--- src/rtl/i2s_tx_pkg.sv ---
package i2s_tx_pkg;

  typedef enum logic {
    CH_LEFT  = 1'b0,
    CH_RIGHT = 1'b1
  } chan_e;

  function automatic int unsigned bits_for(input int unsigned n);
    return (n > 1) ? $clog2(n) : 1;
  endfunction

endpackage

--- src/rtl/i2s_sck_gen.sv ---
module i2s_sck_gen #(
  parameter int unsigned HALF_DIV = 4
) (
  input  logic clk,
  input  logic rst_n,
  output logic sck,
  output logic fall_tick
);
  localparam int unsigned CW = i2s_tx_pkg::bits_for(HALF_DIV);

  logic [CW-1:0] cnt_q;
  logic          sck_q;
  logic          wrap;

  assign wrap      = (cnt_q == CW'(HALF_DIV - 1));
  assign fall_tick = wrap && sck_q;
  assign sck       = sck_q;

  always_ff @(posedge clk or negedge rst_n) begin
    if (!rst_n) begin
      cnt_q <= '0;
      sck_q <= 1'b0;
    end else if (wrap) begin
      cnt_q <= '0;
      sck_q <= ~sck_q;
    end else begin
      cnt_q <= cnt_q + 1'b1;
    end
  end
endmodule

--- src/rtl/i2s_slot_seq.sv ---
module i2s_slot_seq #(
  parameter int unsigned SLOT_W = 32,
  parameter int unsigned POS_W  = 6
) (
  input  logic             clk,
  input  logic             rst_n,
  input  logic             fall_tick,
  output logic [POS_W-1:0] pos_next,
  output logic             load_tick,
  output logic             ws
);
  localparam logic [POS_W-1:0] LAST = POS_W'(2 * SLOT_W - 1);

  logic [POS_W-1:0] pos_q;
  logic             ws_q;

  always_comb begin
    pos_next = pos_q;
    if (fall_tick) begin
      pos_next = (pos_q == LAST) ? '0 : pos_q + 1'b1;
    end
  end

  // frame start: the edge that puts the left MSB on the line
  assign load_tick = fall_tick && (pos_next == POS_W'(1));
  assign ws        = ws_q;

  always_ff @(posedge clk or negedge rst_n) begin
    if (!rst_n) begin
      pos_q <= LAST;
      ws_q  <= i2s_tx_pkg::CH_RIGHT;
    end else if (fall_tick) begin
      pos_q <= pos_next;
      ws_q  <= (pos_next >= POS_W'(SLOT_W)) ? i2s_tx_pkg::CH_RIGHT
                                             : i2s_tx_pkg::CH_LEFT;
    end
  end
endmodule

--- src/rtl/i2s_sample_buf.sv ---
module i2s_sample_buf #(
  parameter int unsigned SAMPLE_W = 24
) (
  input  logic                clk,
  input  logic                rst_n,
  input  logic                s_valid,
  output logic                s_ready,
  input  logic [SAMPLE_W-1:0] s_left,
  input  logic [SAMPLE_W-1:0] s_right,
  input  logic                load_tick,
  output logic [SAMPLE_W-1:0] nxt_left,
  output logic [SAMPLE_W-1:0] nxt_right,
  output logic                underrun
);
  logic [SAMPLE_W-1:0] pend_l, pend_r, cur_l, cur_r;
  logic                pend_v, ur_q, take;

  assign s_ready  = !pend_v;
  assign take     = s_valid && !pend_v;
  assign underrun = ur_q;

  // the word selector needs the pair that is current after this edge
  assign nxt_left  = (load_tick && pend_v) ? pend_l : cur_l;
  assign nxt_right = (load_tick && pend_v) ? pend_r : cur_r;

  always_ff @(posedge clk or negedge rst_n) begin
    if (!rst_n) begin
      pend_l <= '0;
      pend_r <= '0;
      pend_v <= 1'b0;
      cur_l  <= '0;
      cur_r  <= '0;
      ur_q   <= 1'b0;
    end else begin
      if (take) begin
        pend_l <= s_left;
        pend_r <= s_right;
        pend_v <= 1'b1;
      end
      if (load_tick) begin
        if (pend_v) begin
          cur_l  <= pend_l;
          cur_r  <= pend_r;
          pend_v <= 1'b0;
          ur_q   <= 1'b0;
        end else begin
          ur_q <= 1'b1;
        end
      end
    end
  end
endmodule

--- src/rtl/i2s_bit_sel.sv ---
module i2s_bit_sel #(
  parameter int unsigned SLOT_W   = 32,
  parameter int unsigned SAMPLE_W = 24,
  parameter int unsigned POS_W    = 6
) (
  input  logic                clk,
  input  logic                rst_n,
  input  logic                fall_tick,
  input  logic [POS_W-1:0]    pos_next,
  input  logic [SAMPLE_W-1:0] word_l,
  input  logic [SAMPLE_W-1:0] word_r,
  output logic                sd
);
  localparam int unsigned IDX_W = i2s_tx_pkg::bits_for(SAMPLE_W);

  logic [SAMPLE_W-1:0] rev_l, rev_r;
  logic [POS_W-1:0]    q, k;
  logic                is_right, bit_n, sd_q;

  // msb-first views so slot offset k indexes directly
  for (genvar i = 0; i < SAMPLE_W; i++) begin : g_rev
    assign rev_l[i] = word_l[SAMPLE_W-1-i];
    assign rev_r[i] = word_r[SAMPLE_W-1-i];
  end

  always_comb begin
    // one-bit delay: position p carries stream bit p-1
    q        = (pos_next == '0) ? POS_W'(2 * SLOT_W - 1) : pos_next - 1'b1;
    is_right = (q >= POS_W'(SLOT_W));
    k        = is_right ? q - POS_W'(SLOT_W) : q;
    bit_n    = 1'b0;
    if (k < POS_W'(SAMPLE_W)) begin
      bit_n = is_right ? rev_r[k[IDX_W-1:0]] : rev_l[k[IDX_W-1:0]];
    end
  end

  assign sd = sd_q;

  always_ff @(posedge clk or negedge rst_n) begin
    if (!rst_n)         sd_q <= 1'b0;
    else if (fall_tick) sd_q <= bit_n;
  end
endmodule

--- src/rtl/i2s_tx_master.sv ---
module i2s_tx_master #(
  parameter int unsigned HALF_DIV = 4,
  parameter int unsigned SLOT_W   = 32,
  parameter int unsigned SAMPLE_W = 24
) (
  input  logic                clk,
  input  logic                rst_n,
  input  logic                s_valid,
  output logic                s_ready,
  input  logic [SAMPLE_W-1:0] s_left,
  input  logic [SAMPLE_W-1:0] s_right,
  output logic                sck,
  output logic                ws,
  output logic                sd,
  output logic                underrun
);
  localparam int unsigned POS_W = i2s_tx_pkg::bits_for(2 * SLOT_W);

  logic                fall_tick, load_tick;
  logic [POS_W-1:0]    pos_next;
  logic [SAMPLE_W-1:0] nxt_l, nxt_r;

  i2s_sck_gen #(.HALF_DIV(HALF_DIV)) u_sck (
    .clk(clk), .rst_n(rst_n), .sck(sck), .fall_tick(fall_tick)
  );

  i2s_slot_seq #(.SLOT_W(SLOT_W), .POS_W(POS_W)) u_seq (
    .clk(clk), .rst_n(rst_n), .fall_tick(fall_tick),
    .pos_next(pos_next), .load_tick(load_tick), .ws(ws)
  );

  i2s_sample_buf #(.SAMPLE_W(SAMPLE_W)) u_buf (
    .clk(clk), .rst_n(rst_n), .s_valid(s_valid), .s_ready(s_ready),
    .s_left(s_left), .s_right(s_right), .load_tick(load_tick),
    .nxt_left(nxt_l), .nxt_right(nxt_r), .underrun(underrun)
  );

  i2s_bit_sel #(.SLOT_W(SLOT_W), .SAMPLE_W(SAMPLE_W), .POS_W(POS_W)) u_sel (
    .clk(clk), .rst_n(rst_n), .fall_tick(fall_tick), .pos_next(pos_next),
    .word_l(nxt_l), .word_r(nxt_r), .sd(sd)
  );
endmodule

--- config.mk ---
export PLATFORM = sky130hd
export DESIGN_NAME = i2s_tx_master
export DESIGN_NICKNAME = d
export VERILOG_FILES = /design/src/rtl/i2s_tx_pkg.sv /design/src/rtl/i2s_sck_gen.sv /design/src/rtl/i2s_slot_seq.sv /design/src/rtl/i2s_sample_buf.sv /design/src/rtl/i2s_bit_sel.sv /design/src/rtl/i2s_tx_master.sv
export SDC_FILE = /design/constraint.sdc
export NUM_CORES = 1
export LEC_CHECK = 0
export BUFFER_PORTS_ARGS = -buffer_cell sky130_fd_sc_hd__buf_2
export CAP_MARGIN = 20
export CORE_UTILIZATION = 38
export CTS_CLUSTER_DIAMETER = 60
export DETAILED_ROUTE_END_ITERATION = 10
export PLACE_DENSITY = 0.54
export SYNTH_ARGS = -nofsm -noshare
export SYNTH_HDL_FRONTEND = slang
export SYNTH_SLANG_ARGS = --single-unit
--- constraint.sdc ---
create_clock -name clk -period 5.7 [get_ports clk]
set_clock_uncertainty 0.2 [all_clocks]
set_input_delay 0.285 -clock clk [delete_from_list [all_inputs] [get_ports clk]]
set_output_delay 0.285 -clock clk [all_outputs]
set_load 0.03 [all_outputs]
==> qor.yml, run 1 <==
outcome:
  status: "finished, final reports clean"
die:
  core_area_mm2: 0.0132
  chipWidth_um: 118
  start_util_pct: 38.8
  rows: 42
  fp.dieH_um: 118
  pin_count: 56
  die_area_mm2: 0.0139
cts:
  root_buffer: "clkbuf_16"
  cts_buffers: 9
  cts_sinks: 109
  htreeDepth: 3
  cts_tree: "yes"
  worstSkewPairLatency_ns: 0.35
  clock_path_buffers: 2
  path_clk_slew_ns: 0.07
layout:
  nets: 572
  n_antenna_cell: 0
  fin_util_pct: 48.1
  final_area_mm2: 0.00634
  final_cells: 696
  drive_gt1_share_pct: 34.0
  syn2layout_area_growth_pct: 23.9
logic_synthesis:
  synthTopCellsByArea: "dfrtp_1 (50%), mux2_2 (16%), mux4_2 (5.7%)"
  syn_inst: 415
  synth_cell_types: 57
  synth-seq-cells: 109
  yosysTopAreaCellShare_pct: 49.9
  synth_top_area_cell: "dfrtp_1"
  async_reset_ff_share_pct: 100
  syn_area_per_cell_um2: 12.3
  synth_edf_count: 0
  synth_area_mm2: 0.00511
  synthFlopType: "dfrtp_1"
  seq_area_frac_synth_pct: 53.5
  synth_most_common_cell: "dfrtp_1"
  syn_nets: 471
  synthTopCellsByCount: "dfrtp_1 (102), nand2_1 (73), mux2_2 (72), nand3_1 (15)"
  yosysWarnings: 0
global_routing:
  grt_use_total_pct: 16.4
  overflow: 0
  antenna_found_initial: 0
  grt_pass1_vias: 3502
  grt_pass1_wl_um: 17800
  grt_max_degree: 57
routing:
  dr.first_iter.drc_count: 178
  drc: 0
  drt_wl_total_um: 10400
  wire_per_inst_um: 14.9
  drtPass1Iterations: 4
  postRouteAntennaNets: 0
  vias: 3426
  detail_route.vias_per_cell: 4.92
power:
  power.density_mw_per_mm2: 270
  ir_worst_vdd_uv: 174
  power_leakage_nw: 2.91
setup_path:
  crit_slowest_cell: "a311oi_2"
  crit_path_end_kind: "flop"
  worstPathRequired_ns: 5.73
  path_class: "reg2reg"
  critPathLaunchType: "flop"
  cpPeakStageDelay_ns: 0.48
  crit_fanout: 38
  worstPathCellList: "ha_1 -> nand2_1 -> a311oi_2 -> a21o_1 -> ha_1 -> nand3_1 -> a21o_1 -> nor2_2 -> buf_4 -> mux2_2 -> mux4_2 -> mux4_2 -> a22oi_1 -> o31ai_1"
  crit_arrival_ns: 4.73
timing:
  max_slew_margin_pct: 37.1
  fin_hold_ws_ns: 0.234
  finalHoldViolations: 0
  worstMarginPinSlew_ns: 0.940
  fmax_mhz: 213
  period_share_pct: 82.3
  min_period_ns: 4.69
  grt_setup_unrepaired: "false"
  slew_violations: 0
  setup_violations: 0
  setup_tns_ns: 0
placement:
  dp_hpwl_um: 6970
  dpl_cell_area_mm2: 0.00554
  port_buffers: 55
  gp_congestion: 0.850
  placed_cells: 630
run:
  cap_viol_max_count: 0
worst_hold_path:
  min_path_type: "reg2reg"
-- logic make-up (layout without fill, tap and decap cells) --
logic type | Yosys count | in the layout | synth area share, %
buffers and inverters | 27 | 132 | 2.76
xor gates and xnor gates | 5 | 5 | 1.00
muxes | 91 | 91 | 22.8
adders and majority gates | 5 | 5 | 1.22
AOI/OAI and AO/OA | 51 | 51 | 7.39
and+or+nand+nor | 127 | 127 | 11.3
DFF | 109 | 109 | 53.5
-- worst paths after layout --
| path | from | to | slack (ns) | cells after the start |
|---|---|---|---|---|
| max | u_sck.cnt_q[0]$_DFF_PN0_ | u_sel.sd$_DFFE_PN0N_ | 1.01 | 14 |
| min | u_sck.cnt_q[0]$_DFF_PN0_ | u_sck.cnt_q[0]$_DFF_PN0_ | 0.23 | 1 |
| max reg2reg | u_sck.cnt_q[0]$_DFF_PN0_ | u_sel.sd$_DFFE_PN0N_ | 1.01 | 14 |
| min reg2reg | u_sck.cnt_q[0]$_DFF_PN0_ | u_sck.cnt_q[0]$_DFF_PN0_ | 0.23 | 1 |
| max in group asynchronous | rst_n | u_buf.pend_l[15]$_DFFE_PN0P_ | 3.81 | 3 |
| min in group asynchronous | rst_n | u_buf.pend_r[4]$_DFFE_PN0P_ | 0.32 | 2 |
-- through the flow --
stage | power (W) | setup WS (ns)
2_1_floorplan | 0.00102 | 1.62
3_3_place_gp | 0.00108 | 1.11
3_5_place_dp | 0.00109 | 1.01
4_1_cts | 0.00175 | 0.996
5_1_grt | 0.00180 | 0.706
6_report | 0.00171 | 1.01
-- metal layers --
metal  wire length, µm  share of wire, %  up-vias  track usage, %
li1                  -                 -     1686               -
met1              4900                47     1664            21.6
met2              4930                47       61            25.9
met3               363               3.5       15            4.26
met4               200               1.9        0            6.01
met5                 0                 0        -               0
-- critical path, delay by kind of cell, from the launching register on --
| family | cells | cell delay (ns) |
|---|---|---|
| mux | 3 | 1.35 |
| compound gates | 5 | 1.23 |
| simple gates | 3 | 0.53 |
| fa+ha+maj | 2 | 0.52 |
| buf+inv | 1 | 0.39 |
| flops | 1 | 0.35 |
-- cells in the final DEF, fill, tap and decap left out, types with 8 or more instances in the layout --
cell type / Yosys / layout
mux2_2: 72 / 72
dfrtp_1: 102 / 102
buf_2: 5 / 54
nand2_1: 73 / 73
mux4_2: 13 / 13
o21ai_0: 12 / 12
nand3_1: 15 / 15
nor2_1: 13 / 13
a21oi_1: 8 / 8
clkbuf_16: 0 / 9
dlygate4sd3_1: 0 / 50
-- cell type report --
class                      instances  area [µm²]
clock buffer                      11         233
sequential                       109        2740
clock inverter                     4        55.1
timing repair buffer             111         828
multi-input combinational        279        2240
tap                              176         220
inverter                           6        22.5
fill                            1205        6850
-- flip-flops by register name (all words and copies together) (netlist names), 2 cells and up --
name and cells:
u_buf.cur_l 24, u_buf.pend_r 24, u_buf.cur_r 24, u_seq.pos_q 6, u_buf.pend_l 24, u_sck.cnt_q 2
-- repair_timing --
| item | CTS | global route |
|---|---|---|
| setup buffers | 0 | 0 |
| endpoints found under the hold margin | 95 | 0 |
| setup endpoints to repair | 0 | 0 |
| resized for setup | 0 | 0 |
| hold buffers | 50 | 0 |
-- report_power, final --
part,total (W),leakage [nW],internal (W),switching (W)
logic,0.000183,1.46,0.000118,0.0000647
registers,0.000913,1.31,0.000865,0.0000484
clock network,0.000618,0.137,0.000342,0.000276
(Power assumes the default switching activity.)
==> run 2: changes to the inputs <==
==> constraint.sdc (replaced) <==
create_clock -name clk -period 4.65 [get_ports clk]
set_clock_uncertainty 0.2 [all_clocks]
set_input_delay 0.2325 -clock clk [delete_from_list [all_inputs] [get_ports clk]]
set_output_delay 0.2325 -clock clk [all_outputs]
set_load 0.03 [all_outputs]
==> run 2 against run 1 <==
  * Die area is the same
  * Sequential share of layout area shrank 0.35 points
  * Largest cell class unchanged
  * Cell count grew 0.86%
  * First-iteration DRC count grew 0.56%
  * Highest routed layer unchanged
  * Utilization grew 0.40 points
  * Via count grew 1.5%
==> qor.yml, run 2 (synthesis gave the netlist of run 1 again) <==
outcome:
  status: "finished, final reports clean"  # unchanged
setup_path:
  crit_path_end_kind: "flop"  # unchanged
  worstPathRequired_ns: 4.69  # was 5.73 ns
  critPathBufInv: 1  # unchanged
  crit_start: "u_sck.cnt_q[0]$_DFF_PN0_"  # unchanged
  rrSetupSlack_ns: 0.39  # was 1.01 ns
  crit_slowest_cell: "mux4_2"  # was a311oi_2
  worstPathCellList: "ha_1 -> nand2_1 -> a311oi_2 -> a21o_1 -> ha_1 -> nand3_1 -> a21o_1 -> nor2_2 -> buf_12 -> mux2_2 -> mux4_2 -> mux4_2 -> a22oi_1 -> o31ai_1"  # was ha_1 -> nand2_1 -> a311oi_2 -> a21o_1 -> ha_1 -> nand3_1 -> a21o_1 -> nor2_2 -> buf_4 -> mux2_2 -> mux4_2 -> mux4_2 -> a22oi_1 -> o31ai_1
  critPathLaunchType: "flop"  # unchanged
  crit_fanout: 38  # unchanged
  cpPeakStageDelay_ns: 0.49  # was 0.48 ns
  rr_startpoint: "u_sck.cnt_q[0]$_DFF_PN0_"  # unchanged
  crit_arrival_ns: 4.29  # was 4.73 ns
  path_class: "reg2reg"  # unchanged
  critical-path-top-delay-family: "multiplexers"  # unchanged
cts:
  path_clk_slew_ns: 0.07  # about the same
  cts_resized: 0  # unchanged
  holdBufCountCts: 50  # unchanged
  worstSkewPairLatency_ns: 0.35  # about the same
  htreeDepth: 3  # unchanged
  cts_buffers: 9  # unchanged
  clock_path_buffers: 2  # unchanged
  cts_tree: "yes"  # unchanged
  root_buffer: "clkbuf_16"  # unchanged
  cts_sinks: 109  # unchanged
  post_cts_buffers: 0  # unchanged
die:
  chipWidth_um: 118  # unchanged
  pin_count: 56  # unchanged
  core_area_mm2: 0.0132  # unchanged
  die_area_mm2: 0.0139  # unchanged
  fp.dieH_um: 118  # unchanged
  start_util_pct: 38.8  # unchanged
  rows: 42  # unchanged
global_routing:
  overflow: 0  # unchanged
  grt_pass1_vias: 3576  # was 3502
  grt_max_degree: 78  # was 57
  antenna_found_initial: 0  # unchanged
  grt_use_total_pct: 17.1  # was 16.4%
  grt_pass1_wl_um: 18500  # was 17800 µm
routing:
  postRouteAntennaNets: 0  # unchanged
  dr.first_iter.drc_count: 179  # was 178
  wire_per_inst_um: 15.3  # was 14.9 µm
  drt_wl_total_um: 10800  # was 10400 µm
  drtPass1Iterations: 4  # unchanged
  vias: 3477  # was 3426
  drc: 0  # unchanged
  detail_route.vias_per_cell: 4.95  # was 4.92
power:
  pwr-share-seq_pct: 52.9  # was 53.3%
  netSwitchingFraction_pct: 22.7  # about the same
  power_frac_clock_pct: 36.4  # was 36.0%
  combPwrFrac_pct: 10.7  # about the same
  p_int_w: 0.00164  # was 0.00133 W
  power_leakage_nw: 2.92  # was 2.91 nW
  p_switching_w: 0.000482  # was 0.000389 W
  ir_worst_vdd_uv: 228  # was 174 µV
  power.density_mw_per_mm2: 332  # was 270 mW/mm²
placement:
  gp_congestion: 0.771  # was 0.850
  dpl_cell_area_mm2: 0.00560  # was 0.00554 mm²
  dp_hpwl_um: 7150  # was 6970 µm
  placed_cells: 636  # was 630
  dpl_worst_slack_ns: 0.445  # was 1.01 ns
  port_buffers: 55  # unchanged
layout:
  syn2layout_area_growth_pct: 25.0  # was 23.9%
  final_cells: 702  # was 696
  final_area_mm2: 0.00639  # was 0.00634 mm²
  nets: 577  # was 572
  drive_gt1_share_pct: 35.0  # was 34.0%
  mostFrequentLayoutCell: "dfrtp_1"  # unchanged
  layout_common_cells: "dfrtp_1 (102), nand2_1 (73), mux2_2 (72)"  # unchanged
  n_antenna_cell: 0  # unchanged
timing:
  slew_violations: 0  # unchanged
  period_share_pct: 91.5  # was 82.3%
  setup_tns_ns: 0  # unchanged
  worstMarginPinSlew_ns: 0.969  # was 0.940 ns
  worst_slack_ns: 0.393  # was 1.01 ns
  setup_violations: 0  # unchanged
  grt_setup_unrepaired: "false"  # unchanged
  fmax_mhz: 235  # was 213 MHz
  max_slew_margin_pct: 35.4  # was 37.1%
  finalHoldViolations: 0  # unchanged
  min_period_ns: 4.26  # was 4.69 ns
run:
  cap_viol_max_count: 0  # unchanged
worst_hold_path:
  hp-start: "u_sck.cnt_q[0]$_DFF_PN0_"  # unchanged
  min_path_type: "reg2reg"  # unchanged
-- run 2: worst paths after layout --
check / endpoint / cells past startpoint
max in group asynchronous: u_buf.pend_l[23]$_DFFE_PN0P_ / 3
worst max register to register: u_sel.sd$_DFFE_PN0N_ / 14
worst min-delay path: u_sck.cnt_q[0]$_DFF_PN0_ / 1
worst max-delay path: u_sel.sd$_DFFE_PN0N_ / 14
worst min register to register: u_sck.cnt_q[0]$_DFF_PN0_ / 1
min in group asynchronous: u_sck.sck$_DFFE_PN0N_ / 2
-- run 2: worst register-to-register path, stage by stage (launching register included) --
cell and delay (ns):
dfrtp_1 0.36, ha_1 0.33, nand2_1 0.13, a311oi_2 0.31, a21o_1 0.21, ha_1 0.19, nand3_1 0.14, a21o_1 0.27
nor2_2 0.16, buf_12 0.23, mux2_2 0.39, mux4_2 0.49, mux4_2 0.47, a22oi_1 0.17, o31ai_1 0.10
-- run 2: layer usage --
layer / wire, µm / share of wire (%) / global-route usage, % / vias to the layer above
met2: 5170 / 48 / 26.3 / 40
met1: 5160 / 48 / 23.5 / 1731
li1: - / - / - / 1693
met4: 216 / 2.0 / 7.93 / 0
met3: 209 / 1.9 / 2.91 / 13
met5: 0 / 0 / 0 / -
-- run 2: through the flow --
stage | util [%] | hold WS (ns) | power, W
floorplan | - | -0.263 | 0.00125
global placement | 42.4 | 0.226 | 0.00133
detailed placement | 42.4 | 0.234 | 0.00134
CTS | 48.5 | 0.244 | 0.00215
global route | 48.5 | 0.266 | 0.00223
finish | 48.5 | 0.245 | 0.00212
-- run 2: power groups by stage --
| stage | Clock, W | Sequential (W) | Combinational [W] |
|---|---|---|---|
| after floorplan | 0 | 0.00111 | 0.000134 |
| after global placement | 0 | 0.00114 | 0.000190 |
| after detailed placement | 0 | 0.00114 | 0.000198 |
| after CTS | 0.000797 | 0.00112 | 0.000230 |
| after global routing | 0.000837 | 0.00113 | 0.000254 |
| final | 0.000772 | 0.00112 | 0.000227 |
-- run 2: cell type report --
class | instances | area, µm²
Clock inverter | 4 | 48.8
Sequential cell | 109 | 2740
Multi-Input combinational cell | 279 | 2240
Clock buffer | 12 | 246
Timing Repair Buffer | 116 | 873
Fill cell | 1214 | 6800
Inverter | 6 | 22.5
Tap cell | 176 | 220
==> run 3: changes to the inputs <==
--- a/config.mk
+++ b/config.mk
@@ -7,6 +7,7 @@
 export LEC_CHECK = 0
 export BUFFER_PORTS_ARGS = -buffer_cell sky130_fd_sc_hd__buf_2
 export CAP_MARGIN = 20
+export CORE_ASPECT_RATIO = 0.8
 export CORE_UTILIZATION = 38
 export CTS_CLUSTER_DIAMETER = 60
 export DETAILED_ROUTE_END_ITERATION = 10
==> run 3 against run 2 <==
  * Critical path depth is the same
  * Combinational power is essentially flat
  * Utilization up 0.76 points
  * Highest routed layer unchanged
  * Non-clock buffer count grew 1
  * Via count up 2.3%
  * Clock power shrank 0.6%
  * Critical endpoint unchanged
  * Sequential power hardly changed
  * Total power about the same
  * Setup slack improved by 0.044 ns
  * First-iteration DRC count decreased by 5.6%
==> qor.yml, run 3 (synthesis gave the netlist of run 1 again) <==
outcome:
  status: "finished, final reports clean"  # unchanged
power:
  power_leakage_nw: 2.95  # was 2.92 nW
  total_power_w: 0.00212  # about the same
  power.density_mw_per_mm2: 331  # was 332 mW/mm²
  ir_worst_vdd_uv: 168  # was 228 µV
cts:
  holdBufCountCts: 50  # unchanged
  cts_resized: 0  # unchanged
  post_cts_buffers: 0  # unchanged
  root_buffer: "clkbuf_16"  # unchanged
  worstSkewPairLatency_ns: 0.35  # about the same
  cts_buffers: 9  # unchanged
  clock_path_buffers: 2  # unchanged
  path_clk_slew_ns: 0.06  # was 0.07 ns
  cts_tree: "yes"  # unchanged
  htreeDepth: 3  # unchanged
  cts_sinks: 109  # unchanged
routing:
  drc: 0  # unchanged
  vias: 3558  # was 3477
  postRouteAntennaNets: 0  # unchanged
  drt_wl_total_um: 11100  # was 10800 µm
  wire_per_inst_um: 15.9  # was 15.3 µm
  drtPass1Iterations: 4  # unchanged
  detail_route.vias_per_cell: 5.07  # was 4.95
  dr.first_iter.drc_count: 169  # was 179
setup_path:
  crit_path_end_kind: "flop"  # unchanged
  worstPathRequired_ns: 4.67  # was 4.69 ns
  crit_arrival_ns: 4.24  # was 4.29 ns
  crit_fanout: 18  # was 38
  path_class: "reg2reg"  # unchanged
  critPathLaunchType: "flop"  # unchanged
layout:
  mostFrequentLayoutCell: "dfrtp_1"  # unchanged
  multi_input_area_mm2: 0.00224  # unchanged
  n_fill_cell: 1175  # was 1214
  seqCellArea_mm2: 0.00274  # unchanged
  drive_gt1_share_pct: 35.3  # was 35.0%
  nets: 578  # was 577
  layout_common_cells: "dfrtp_1 (102), nand2_1 (73), mux2_2 (72)"  # unchanged
  syn2layout_area_growth_pct: 25.2  # was 25.0%
  n_antenna_cell: 0  # unchanged
global_routing:
  overflow: 0  # unchanged
  antenna_found_initial: 0  # unchanged
  grt_pass1_wl_um: 18900  # was 18500 µm
  grt_max_degree: 74  # was 78
  grt_use_total_pct: 17.4  # was 17.1%
  grt_pass1_vias: 3715  # was 3576
die:
  start_util_pct: 39.3  # was 38.8%
  fp.dieH_um: 106  # was 118 µm
  core_area_mm2: 0.0130  # was 0.0132 mm²
  rows: 37  # was 42
  die_area_mm2: 0.0139  # about the same
  chipWidth_um: 132  # was 118 µm
  pin_count: 56  # unchanged
timing:
  fmax_mhz: 237  # was 235 MHz
  period_share_pct: 90.6  # was 91.5%
  finalHoldViolations: 0  # unchanged
  min_period_ns: 4.21  # was 4.26 ns
  setup_tns_ns: 0  # unchanged
  grt_setup_unrepaired: "false"  # unchanged
  max_slew_margin_pct: 38.3  # was 35.4%
  slew_violations: 0  # unchanged
  setup_violations: 0  # unchanged
  worstMarginPinSlew_ns: 0.925  # was 0.969 ns
placement:
  gp_congestion: 0.800  # was 0.771
  port_buffers: 55  # unchanged
  dp_hpwl_um: 7650  # was 7150 µm
run:
  cap_viol_max_count: 0  # unchanged
worst_hold_path:
  min_path_type: "reg2reg"  # unchanged
run 3: changes by cell type in the layout (fill, tap and decap cells not counted):
cell	before	now
bufinv_16	1	0
clkinv_2	2	1
clkbuf_1	2	0
buf_4	11	12
buf_12	1	0
dlymetal6s2s_1	0	1
clkbuf_8	1	5
run 3: path summary, 6_finish.rpt:
kind / startpoint / endpoint / slack, ns / cells after the start
min in group asynchronous: rst_n / u_buf.pend_r[3]$_DFFE_PN0P_ / 0.38 / 2
max in group asynchronous: rst_n / u_seq.pos_q[4]$_DFFE_PN1N_ / 2.83 / 3
setup reg to reg: u_sck.cnt_q[0]$_DFF_PN0_ / u_sel.sd$_DFFE_PN0N_ / 0.44 / 14
hold / removal: u_sck.cnt_q[0]$_DFF_PN0_ / u_sck.cnt_q[0]$_DFF_PN0_ / 0.23 / 1
setup / recovery: u_sck.cnt_q[0]$_DFF_PN0_ / u_sel.sd$_DFFE_PN0N_ / 0.44 / 14
hold reg to reg: u_sck.cnt_q[0]$_DFF_PN0_ / u_sck.cnt_q[0]$_DFF_PN0_ / 0.23 / 1
run 3: final cells by class:
class,count,share of cell area [%]
Sequential cell,109,42.7
Tap cell,175,3.42
Clock buffer,14,4.59
Multi-Input combinational cell,279,35.1
Timing Repair Buffer,117,13.6
Inverter,6,0.352
Clock inverter,2,0.215
run 3: worst max-delay path, stage by stage, from the launching register on:
cell	delay (ns)
dfrtp_1	0.35
ha_1	0.31
nand2_1	0.13
a311oi_2	0.29
a21o_1	0.22
ha_1	0.21
nand3_1	0.14
a21o_1	0.27
nor2_2	0.13
buf_4	0.26
mux2_2	0.38
mux4_2	0.48
mux4_2	0.46
a22oi_1	0.16
o31ai_1	0.09
run 3: where the power goes:
| group | internal, W | switching [W] | leakage [nW] |
|---|---|---|---|
| Clock | 0.000437 | 0.000330 | 0.155 |
| Combinational | 0.000145 | 0.0000842 | 1.49 |
| Sequential | 0.00106 | 0.0000639 | 1.31 |
run 3: routing by layer:
layer	vias up	global-route usage [%]	share of wire, %
met3	10	4.67	3.3
li1	1690	-	-
met2	57	26.8	45
met5	-	0	0
met4	0	4.40	0.95
met1	1801	24.1	50
run 3: stage by stage:
step	std cells	hold WS [ns]	utilization, %	worst slack, ns	cell area (µm²)
detailed placement	635	0.228	42.9	0.442	5580
floorplan	415	-0.263	-	0.568	5110
CTS	701	0.236	49.1	0.417	6390
global placement	635	0.225	42.9	0.530	5580
finish	702	0.234	49.2	0.437	6400
global route	702	0.258	49.2	0.137	6400
